**src/rtl/pmu_pkg.sv**
```systemverilog
package pmu_pkg;

    localparam int OPC_W   = 6;
    localparam int FN_W    = 6;
    localparam int SA_W    = 5;
    localparam int RIDX_W  = 5;

    localparam logic [OPC_W-1:0] OPC_MULTIMEDIA = 6'h1C;
    localparam logic [FN_W-1:0]  FN_GROUP0      = 6'h08;
    localparam logic [SA_W-1:0]  SA_BYTE_SUB    = 5'h09;
    localparam logic [FN_W-1:0]  FN_GROUP3      = 6'h29;
    localparam logic [SA_W-1:0]  SA_PACKED_NOR  = 5'h13;

    typedef enum logic [1:0] {
        PMU_NONE = 2'd0,
        PMU_BSUB = 2'd1,
        PMU_NOR  = 2'd2,
        PMU_RSVD = 2'd3
    } pmu_op_e;

    typedef struct packed {
        logic [OPC_W-1:0]  opcode;
        logic [RIDX_W-1:0] rs;
        logic [RIDX_W-1:0] rt;
        logic [RIDX_W-1:0] rd;
        logic [SA_W-1:0]   sa;
        logic [FN_W-1:0]   funct;
    } pmu_fields_t;

    function automatic pmu_fields_t pmu_split(input logic [31:0] w);
        pmu_fields_t f;
        f.opcode = w[31:26];
        f.rs     = w[25:21];
        f.rt     = w[20:16];
        f.rd     = w[15:11];
        f.sa     = w[10:6];
        f.funct  = w[5:0];
        return f;
    endfunction

endpackage

```
**src/rtl/pmu_decode.sv**
```systemverilog
module pmu_decode
    import pmu_pkg::*;
(
    input  logic                valid,
    input  logic [31:0]         instr,
    output pmu_op_e             op,
    output logic [RIDX_W-1:0]   rd
);
    pmu_fields_t f;

    always_comb begin
        f  = pmu_split(instr);
        rd = f.rd;
        op = PMU_NONE;
        if (valid && f.opcode == OPC_MULTIMEDIA) begin
            if (f.funct == FN_GROUP0 && f.sa == SA_BYTE_SUB)
                op = PMU_BSUB;
            else if (f.funct == FN_GROUP3 && f.sa == SA_PACKED_NOR)
                op = PMU_NOR;
            else
                op = PMU_RSVD;
        end
    end
endmodule

```
**src/rtl/pmu_lane_sub.sv**
```systemverilog
module pmu_lane_sub #(
    parameter int DATA_W = 32,
    parameter int LANE_W = 8
) (
    input  logic [DATA_W-1:0] a,
    input  logic [DATA_W-1:0] b,
    output logic [DATA_W-1:0] diff
);
    localparam int LANES = DATA_W / LANE_W;

    for (genvar k = 0; k < LANES; k++) begin : g_lane
        assign diff[k*LANE_W +: LANE_W] = a[k*LANE_W +: LANE_W] - b[k*LANE_W +: LANE_W];
    end
endmodule

```
**src/rtl/pmu_outreg.sv**
```systemverilog
module pmu_outreg #(
    parameter int DATA_W = 32
) (
    input  logic                      clk,
    input  logic                      rst,
    input  logic                      d_valid,
    input  logic [DATA_W-1:0]         d_result,
    input  logic [pmu_pkg::RIDX_W-1:0] d_rd,
    input  logic                      d_wen,
    input  logic                      d_trap,
    output logic                      q_valid,
    output logic [DATA_W-1:0]         q_result,
    output logic [pmu_pkg::RIDX_W-1:0] q_rd,
    output logic                      q_wen,
    output logic                      q_trap
);
    always_ff @(posedge clk) begin
        if (rst) begin
            q_valid  <= 1'b0;
            q_result <= '0;
            q_rd     <= '0;
            q_wen    <= 1'b0;
            q_trap   <= 1'b0;
        end else begin
            q_valid  <= d_valid;
            q_result <= d_result;
            q_rd     <= d_rd;
            q_wen    <= d_wen;
            q_trap   <= d_trap;
        end
    end
endmodule

```
**src/rtl/packed_exec_unit.sv**
```systemverilog
module packed_exec_unit
    import pmu_pkg::*;
#(
    parameter int DATA_W = 32,
    parameter int LANE_W = 8
) (
    input  logic              clk,
    input  logic              rst,
    input  logic              in_valid,
    input  logic [31:0]       instr,
    input  logic [DATA_W-1:0] rs_val,
    input  logic [DATA_W-1:0] rt_val,
    output logic              out_valid,
    output logic [DATA_W-1:0] out_result,
    output logic [4:0]        out_rd,
    output logic              out_wen,
    output logic              out_trap
);
    pmu_op_e           op;
    logic [RIDX_W-1:0] dec_rd;
    logic [DATA_W-1:0] sub_res;
    logic [DATA_W-1:0] nor_res;
    logic              n_valid;
    logic [DATA_W-1:0] n_result;
    logic [RIDX_W-1:0] n_rd;
    logic              n_wen;
    logic              n_trap;

    pmu_decode u_dec (
        .valid (in_valid),
        .instr (instr),
        .op    (op),
        .rd    (dec_rd)
    );

    pmu_lane_sub #(.DATA_W(DATA_W), .LANE_W(LANE_W)) u_sub (
        .a    (rs_val),
        .b    (rt_val),
        .diff (sub_res)
    );

    assign nor_res = ~(rs_val | rt_val);

    always_comb begin
        n_valid  = (op != PMU_NONE);
        n_rd     = n_valid ? dec_rd : '0;
        n_trap   = (op == PMU_RSVD);
        n_wen    = 1'b0;
        n_result = '0;
        case (op)
            PMU_BSUB: begin
                n_result = sub_res;
                n_wen    = (dec_rd != '0);
            end
            PMU_NOR: begin
                n_result = nor_res;
                n_wen    = (dec_rd != '0);
            end
            default: ;
        endcase
    end

    pmu_outreg #(.DATA_W(DATA_W)) u_reg (
        .clk      (clk),
        .rst      (rst),
        .d_valid  (n_valid),
        .d_result (n_result),
        .d_rd     (n_rd),
        .d_wen    (n_wen),
        .d_trap   (n_trap),
        .q_valid  (out_valid),
        .q_result (out_result),
        .q_rd     (out_rd),
        .q_wen    (out_wen),
        .q_trap   (out_trap)
    );
endmodule

```
**config.mk**
```make
export PLATFORM = sky130hd
export DESIGN_NAME = packed_exec_unit
export DESIGN_NICKNAME = d
export VERILOG_FILES = /design/src/rtl/pmu_pkg.sv /design/src/rtl/pmu_decode.sv /design/src/rtl/pmu_lane_sub.sv /design/src/rtl/pmu_outreg.sv /design/src/rtl/packed_exec_unit.sv
export SDC_FILE = /design/constraint.sdc
export NUM_CORES = 1
export LEC_CHECK = 0
export ABC_AREA = 0
export BUFFER_PORTS_ARGS = -buffer_cell sky130_fd_sc_hd__buf_2
export CORE_MARGIN = 5
export CORE_UTILIZATION = 54
export CTS_BUF_LIST = sky130_fd_sc_hd__clkbuf_2
export CTS_CLUSTER_SIZE = 30
export DETAILED_ROUTE_END_ITERATION = 10
export PLACE_DENSITY = 0.95
export SYNTH_ARGS = -nofsm -noshare
export SYNTH_HDL_FRONTEND = slang
export SYNTH_HIERARCHICAL = 1
export SYNTH_SLANG_ARGS = --single-unit
```
**constraint.sdc**
```tcl
create_clock -name clk -period 2.6 [get_ports clk]
set_input_delay 0.26 -clock clk [delete_from_list [all_inputs] [get_ports clk]]
set_output_delay 0.26 -clock clk [all_outputs]
set_load 0.005 [all_outputs]
```
==> results of run 1 <==
[layout make-up]
type                    instances  area (µm²)
clock buffers                   7       35.03
multi-input cells             299        2261
fillers                       520        1957
inverters                      43       161.4
flip-flops and latches         40       800.8
well taps                      75       93.84
repair buffers                133       678.2
clock inverters                 1       3.754
[synth_stat cells (3+ instances only)]
cell type   n  area, µm²
nand2_1    48      180.2
inv_1      43      161.4
dfxtp_1    40      800.8
ha_1       32      400.4
or3b_1     32      280.3
nor2b_2    30      262.8
a21boi_1   25      187.7
a21oi_1    24      120.1
nor2b_1    20      125.1
xnor2_1    18      157.7
nor2_1     12      45.04
o21ai_0     7      35.03
clkbuf_1    6      22.52
xor2_1      6      52.55
a21boi_2    5      56.30
buf_4       5      37.54
nand2b_1    5      31.28
clkbuf_4    4      30.03
fa_1        4      80.08
o211ai_1    4      30.03
a21boi_0    3      22.52
buf_6       3      33.78
[final timing paths]
check	startpoint	to	slack, ps	cells after the start
max	instr[31]	u_reg/q_result[2]$_SDFF_PP0_	380	8
min	instr[14]	u_reg/q_rd[3]$_SDFF_PP0_	190	3
[cells by family after synthesis]
family | count (synthesis) | share of synthesized area
AOI/OAI and AO/OA | 78 | 0.1570
DFF | 40 | 0.2393
adders and majority gates | 36 | 0.1436
and+or+nand+nor | 161 | 0.3121
buffers and inverters | 61 | 0.08523
xor gates and xnor gates | 24 | 0.06280
[state kept, by name, indices dropped and copies added, names as in the netlist]
name and cells:
u_reg/q_result 32, u_reg/q_rd 5, u_reg/q_trap 1, u_reg/q_valid 1
u_reg/q_wen 1
[power by group]
part | switching, mW | internal, mW | leakage (nW)
registers | 0.000110 | 0.615 | 0.322
clock network | 0.206 | 0.0721 | 0.0306
logic | 0.207 | 0.186 | 1.48
[metal layers]
metal / track usage / vias up / wire [µm] / part of all wire
li1: - / 1570 / - / -
met1: 0.2382 / 1436 / 3280 / 0.40
met2: 0.3974 / 113 / 4220 / 0.51
met3: 0.05214 / 10 / 620 / 0.076
met4: 0.06593 / 0 / 74 / 0.0090
met5: 0 / - / 0 / 0
[stage by stage]
stage	cells	power, mW
final	598	1.285
after global routing	598	1.377
after CTS	598	1.295
after detailed placement	590	1.016
after global placement	590	0.9935
after floorplan	400	0.8920
==> flow_metrics.env, run 1 <==
export IMPL_final_cell_mix="buf_2 (128), nand2_1 (48), inv_1 (43)"
export IMPL_first_pass_iters=4
export IMPL_crit_path_max_fanout=32
export IMPL_syn_to_final_growth_pct=20.52
export IMPL_hold_path_class="input pin to flop"
export IMPL_grt_pass1_wl_um=13480
export IMPL_rsz0062_at_grt="false"
export IMPL_start_util=0.5587
export IMPL_fp_coreArea_mm2=0.005991
export IMPL_fin_area_mm2=0.004034
export IMPL_dpl_cell_area_mm2=0.003995
export IMPL_maxCapViolCount=0
export IMPL_antenna_found_initial=0
export IMPL_post_cts_buffers=0
export IMPL_synthArstFlopShare=0
export IMPL_ctsHtreeMaxLevel=2
export IMPL_fin_ws_ps=377.3
export IMPL_crit_path_end_kind="flop"
export IMPL_wl_um=8195
export IMPL_synth_edf_count=0
export IMPL_vias_per_cell=5.232
export IMPL_critical_path_startpoint_type="input pin"
export IMPL_finalHoldViolations=0
export IMPL_clock_sinks=40
export IMPL_finalCriticalPeriod_ps=2223
export IMPL_worst_slew_pin_slew_ps=1278
export IMPL_path_delay_family="adder cells"
export IMPL_path_buf_inv=1
export IMPL_syn_area_per_cell_um2=8.367
export IMPL_pre_cts_ws_ps=-55.52
export IMPL_fp_row_count=28
export IMPL_cp_slowest_stage_delay_ps=1070
export IMPL_ios=139
export IMPL_cts_buffers_inserted=5
export IMPL_layout_cells_most_common="buf_2"
export IMPL_final_net_count=657
export IMPL_max_freq_mhz=449.9
export IMPL_synthCells=400
export IMPL_fin_hold_ws_ps=189.8
export IMPL_cts_resized=0
export IMPL_fp_dieW_um=88.73
export IMPL_ys_warn_count=6
export IMPL_fin_tns_setup_ps=0
export IMPL_cts_tree="built"
export IMPL_hold_buffers=0
export IMPL_ys_seq_area_frac=0.2393
export IMPL_power_leakage_nw=1.828
export IMPL_cts_root_buf="clkbuf_2"
export IMPL_fin_crit_sh=0.8549
export IMPL_powerDensity_mw_per_mm2=318.7
export IMPL_finish_utilization=0.6734
export IMPL_clock_path_buffers=2
export IMPL_cp_data_required_time_ps=2950
export IMPL_drive_gt1_frac=0.3384
export IMPL_die_h_um=88.73
export IMPL_via_count=3129
export IMPL_slowest_stage="ha_1"
export IMPL_syn_cell_area_mm2=0.003347
export IMPL_status="completed"
export IMPL_drv_slew=0
export IMPL_setup_viol=0
export IMPL_grt_max_degree=33
export IMPL_ys_ff_latch=40
export IMPL_drc=0
export IMPL_detail_route_antenna_nets=0
export IMPL_grt_pass1_vias=3164
export IMPL_wire_per_inst_um=13.70
export IMPL_diodes=0
export IMPL_path_clk_slew_ps=210
export IMPL_drt_initial_drc_count=96
export IMPL_io_buffers=128
export IMPL_ir_drop_uv=191.7
export IMPL_die_area_mm2=0.007872
export IMPL_slew_headroom=0.1482
export IMPL_syn_num_nets=535
export IMPL_crit_type="input pin to flop"
export IMPL_critPathArrivalTime_ps=2570
export IMPL_yosysUniqueCellTypes=39
export IMPL_grtUsageTotal=0.2141
export IMPL_path_cells="buf_2 -> and4b_1 -> nand3_1 -> a31oi_1 -> ha_1 -> nand2_1 -> a21boi_1 -> nor2b_2"
export IMPL_gp_congestion=0.8047
export IMPL_grt_overflow_total=0
export IMPL_dpl_hpwl_um=6588
export IMPL_synth_flop_cell="dfxtp_1"
No activity file was read; power rests on OpenSTA's default activity.
==> inputs of run 2 (changes only) <==
Settings changed: REMOVE_ABC_BUFFERS set to 1.
==> run 2 against run 1 <==
Power rose by 9.3%. Critical path depth rose by 2. Utilization rose by 0.73 points. Critical endpoint unchanged. Largest cell class unchanged. Highest routed layer unchanged.
==> flow_metrics.env, run 2 (same netlist as run 1, synthesis figures left out) <==
export IMPL_grt_overflow_total=0
export IMPL_top_regs="u_reg/q_result: 32 flops, u_reg/q_rd: 5 flops"
export IMPL_fin_tns_setup_ps=0
export IMPL_path_clk_slew_ps=230
export IMPL_final_cell_mix="buf_2 (128), nand2_1 (48), inv_1 (43)"
export IMPL_crit_path_end_kind="flop"
export IMPL_path_cells="buf_2 -> nand4bb_1 -> nor3_2 -> a31oi_1 -> inv_1 -> ha_1 -> buf_4 -> or3b_1 -> a21boi_1 -> nor2b_2"
export IMPL_grt_max_degree=41
export IMPL_worst_slew_pin_slew_ps=611.1
export IMPL_fp_row_count=28
export IMPL_hold_path_class="input pin to flop"
export IMPL_path_buf_inv=3
export IMPL_slowest_stage="or3b_1"
export IMPL_ios=139
export IMPL_grt_pass1_wl_um=14520
export IMPL_fp_coreArea_mm2=0.005991
export IMPL_syn_to_final_growth_pct=21.83
export IMPL_powerDensity_mw_per_mm2=344.6
export IMPL_top_register="u_reg/q_result"
export IMPL_finalHoldViolations=0
export IMPL_slew_headroom=0.5926
export IMPL_cp_data_required_time_ps=2960
export IMPL_p_total_mw=1.405
export IMPL_via_count=3198
export IMPL_gp_congestion=0.7866
export IMPL_power_leakage_nw=1.848
export IMPL_clock_sinks=40
export IMPL_drive_gt1_frac=0.3429
export IMPL_wire_per_inst_um=14.28
export IMPL_critical_path_startpoint_type="input pin"
export IMPL_clock_path_buffers=2
export IMPL_wl_um=8567
export IMPL_crit_type="input pin to flop"
export IMPL_die_h_um=88.73
export IMPL_grt_pass1_vias=3492
export IMPL_multi_input_area_mm2=0.002261
export IMPL_cts_root_buf="clkbuf_2"
export IMPL_die_area_mm2=0.007872
export IMPL_cp_slowest_stage_delay_ps=380
export IMPL_dpl_hpwl_um=6900
export IMPL_setup_viol=0
export IMPL_cts_buffers_inserted=5
export IMPL_hold_buffers=0
export IMPL_antenna_found_initial=0
export IMPL_finalCriticalPeriod_ps=1740
export IMPL_critPathArrivalTime_ps=2100
export IMPL_drc=0
export IMPL_fillCellCount=503
export IMPL_drt_initial_drc_count=90
export IMPL_crit_path_max_fanout=17
export IMPL_detail_route_antenna_nets=0
export IMPL_final_net_count=659
export IMPL_ctsHtreeMaxLevel=2
export IMPL_startpoint="instr[4]"
export IMPL_cts_tree="built"
export IMPL_layout_cells_most_common="buf_2"
export IMPL_first_pass_iters=4
export IMPL_grtUsageTotal=0.2289
export IMPL_holdCritStartpoint="instr[14]"
export IMPL_largest_reg_flops=32
export IMPL_fp_dieW_um=88.73
export IMPL_rsz0062_at_grt="false"
export IMPL_maxCapViolCount=0
export IMPL_fin_hold_ws_ps=190.2
export IMPL_drv_slew=0
export IMPL_max_freq_mhz=574.7
export IMPL_start_util=0.5587
export IMPL_vias_per_cell=5.330
export IMPL_io_buffers=128
export IMPL_ir_drop_uv=224.6
export IMPL_layout_area_seq_um2=800.8
export IMPL_path_delay_family="simple AND/OR/NAND/NOR gates"
export IMPL_post_cts_buffers=0
export IMPL_cts_resized=0
export IMPL_status="completed"
export IMPL_diodes=0
export IMPL_fin_crit_sh=0.6693
-- run 2: cell types whose count changed in the layout (fill, tap and decap cells not counted) --
cell,delta
buf_4,+2
clkbuf_2,-2
bufinv_16,+1
clkinv_1,-1
clkinv_2,+1
clkinvlp_4,+1
-- run 2: stage by stage --
stage	worst slack, ps	std cells	area (µm²)	utilization
after global routing	669.2	600	4078	0.6807
final	859.9	600	4078	0.6807
after detailed placement	422.6	592	4010	0.6694
after CTS	857.0	600	4078	0.6807
after floorplan	671.9	382	3223	-
after global placement	532.2	592	4010	0.6694
-- run 2: layout make-up --
cell class / instances / share of cell area
Clock inverter: 3 / 0.01043
Sequential cell: 40 / 0.1964
Tap cell: 75 / 0.02301
Timing Repair Buffer: 135 / 0.1700
Inverter: 43 / 0.03958
Multi-Input combinational cell: 299 / 0.5545
Clock buffer: 5 / 0.006137
-- run 2: path summary, 6_finish.rpt --
| kind | end | slack, ps | depth (start not counted) |
|---|---|---|---|
| worst max-delay path | u_reg/q_result[2]$_SDFF_PP0_ | 860 | 10 |
| worst min-delay path | u_reg/q_rd[3]$_SDFF_PP0_ | 190 | 3 |
-- run 2: per-layer routing --
metal / vias up / routed length, µm / global-route usage
met4: 0 / 149 / 0.07555
met2: 110 / 4595 / 0.4528
met5: - / 0 / 0
met1: 1492 / 3204 / 0.2346
li1: 1577 / - / -
met3: 19 / 618 / 0.04749
-- run 2: where the power goes --
| part | leakage, nW | switching, mW | internal [mW] |
|---|---|---|---|
| combinational | 1.49 | 0.210 | 0.186 |
| sequential | 0.322 | 0.000101 | 0.615 |
| clock | 0.0390 | 0.233 | 0.160 |
| total | 1.85 | 0.443 | 0.962 |
==> inputs of run 3 (changes only) <==
Settings changed: CORE_UTILIZATION 54 to 45, PLACE_DENSITY 0.95 to 0.86.
Clock period 2.6 ns to 1.5 ns, I/O delays scaled along.
==> run 3 against run 2 <==
The run now ends with setup timing left. Non-clock buffer count rose by 27. Sequential share of layout area fell by 1.7 points. Sequential cell count did not move. Clock-buffer cell count unchanged. Critical path depth stayed put. Power increased by 81%. Global-route usage down 3.5 points. Largest power group unchanged. Worst hold slack worse by 150 ps. Die area rose by 18%. Wire length rose by 4.7%. Via count increased by 1.6%.
==> flow_metrics.env, run 3 (same netlist as run 1, synthesis figures left out) <==
export IMPL_status="finished with violations"
export IMPL_violations="setup timing"
export IMPL_io_buffers=128
export IMPL_fin_area_mm2=0.004457
export IMPL_first_pass_iters=4
export IMPL_layout_cells_most_common="buf_2"
export IMPL_powerDensity_mw_per_mm2=570.9
export IMPL_cts_buffers_inserted=5
export IMPL_drive_gt1_frac=0.3986
export IMPL_clock_path_buffers=2
export IMPL_finalCriticalPeriod_ps=1564
export IMPL_cts_root_buf="clkbuf_2"
export IMPL_final_cell_mix="buf_2 (127), nand2_1 (48), inv_1 (42)"
export IMPL_fin_crit_sh=1.043
export IMPL_diodes=0
export IMPL_power_leakage_nw=2.011
export IMPL_die_h_um=96.24
export IMPL_die_area_mm2=0.009262
export IMPL_ir_drop_uv=312.2
export IMPL_maxCapViolCount=0
export IMPL_holdCritStartpoint="instr[11]"
export IMPL_ctsHtreeMaxLevel=2
export IMPL_slew_headroom=0.7365
export IMPL_grt_pass1_vias=3366
export IMPL_start_util=0.4614
export IMPL_drc=0
export IMPL_wire_per_inst_um=13.78
export IMPL_via_count=3250
export IMPL_antenna_found_initial=0
export IMPL_fp_coreArea_mm2=0.007253
export IMPL_setup_viol=15
export IMPL_crit_type="input pin to flop"
export IMPL_path_clk_slew_ps=240
export IMPL_dpl_hpwl_um=6891
export IMPL_cp_data_required_time_ps=1870
export IMPL_fin_ws_ps=-64.26
export IMPL_critPathArrivalTime_ps=1930
export IMPL_vias_per_cell=4.992
export IMPL_grt_pass1_wl_um=14350
export IMPL_critical_path_startpoint_type="input pin"
export IMPL_grt_max_degree=41
export IMPL_drv_slew=0
export IMPL_fin_hold_ws_ps=39.19
export IMPL_clock_sinks=40
export IMPL_hold_path_class="input pin to flop"
export IMPL_fin_tns_setup_ps=-416.8
export IMPL_fp_dieW_um=96.24
export IMPL_syn_to_final_growth_pct=33.16
export IMPL_drt_initial_drc_count=114
export IMPL_largest_reg_flops=32
export IMPL_hold_depth=3
export IMPL_wl_um=8972
export IMPL_hold_end="u_reg/q_rd[0]$_SDFF_PP0_"
export IMPL_top_regs="u_reg/q_result: 32 flops, u_reg/q_rd: 5 flops"
export IMPL_max_freq_mhz=639.3
export IMPL_rsz0062_at_grt="true"
export IMPL_cts_tree="built"
export IMPL_post_cts_buffers=0
export IMPL_fp_row_count=31
export IMPL_crit_path_end_kind="flop"
export IMPL_finalHoldViolations=0
export IMPL_gp_congestion=0.8494
export IMPL_detail_route_antenna_nets=0
export IMPL_worst_slew_pin_slew_ps=391.1
export IMPL_grt_overflow_total=0
export IMPL_pre_cts_ws_ps=-491.3
export IMPL_top_register="u_reg/q_result"
export IMPL_dpl_cell_area_mm2=0.004278
export IMPL_ios=139
export IMPL_hold_buffers=0
export IMPL_final_net_count=686
export IMPL_crit_path_max_fanout=12
export IMPL_grtUsageTotal=0.1935
==> run 3: critical path: stages <==
cell	delay [ps]
buf_6	90
nand4bb_1	180
nor3_2	240
a31oi_2	140
inv_2	100
ha_4	210
clkbuf_16	180
or3b_1	360
a21boi_1	150
nor2b_2	130
==> run 3: cell type report <==
| type | count | area, µm² |
|---|---|---|
| Clock buffer | 5 | 25.02 |
| Clock inverter | 3 | 42.54 |
| Fill cell | 637 | 2796 |
| Inverter | 43 | 161.4 |
| Multi-Input combinational cell | 299 | 2312 |
| Sequential cell | 40 | 800.8 |
| Tap cell | 99 | 123.9 |
| Timing Repair Buffer | 162 | 991.0 |
==> run 3: timing repair <==
| item | CTS | global route |
|---|---|---|
| cloned | 0 | 2 |
| setup endpoints to repair | 5 | 32 |
| pin swaps | 0 | 19 |
| gates resized for setup | 2 | 16 |
==> run 3: worst max path at each step <==
stage                               endpoint       from
3_3_place_gp   u_reg/q_result[26]$_SDFF_PP0_  instr[31]
4_1_cts         u_reg/q_result[8]$_SDFF_PP0_  instr[31]
2_1_floorplan  u_reg/q_result[10]$_SDFF_PP0_   instr[4]
3_5_place_dp   u_reg/q_result[14]$_SDFF_PP0_  rs_val[8]
5_1_grt         u_reg/q_result[6]$_SDFF_PP0_  rs_val[0]
6_report       u_reg/q_result[21]$_SDFF_PP0_   instr[4]
==> run 3: metrics by stage <==
| step | cells | utilization | total power, mW |
|---|---|---|---|
| after floorplan | 382 | - | 1.511 |
| after global placement | 641 | 0.5898 | 1.813 |
| after detailed placement | 641 | 0.5898 | 1.849 |
| after CTS | 649 | 0.6000 | 2.550 |
| after global routing | 651 | 0.6145 | 2.700 |
| final | 651 | 0.6145 | 2.545 |
==> run 3: power breakdown <==
part / switching [mW] / internal, mW / leakage (nW)
Clock: 0.409 / 0.278 / 0.0390
Sequential: 0.000227 / 1.07 / 0.322
Combinational: 0.390 / 0.401 / 1.65
Total: 0.799 / 1.75 / 2.01
==> run 3: routing by layer <==
metal | up-vias | wire (µm) | track usage
li1 | 1627 | - | -
met1 | 1501 | 3446 | 0.1990
met2 | 107 | 4785 | 0.3824
met3 | 15 | 589 | 0.03987
met4 | 0 | 150 | 0.06161
met5 | - | 0 | 0
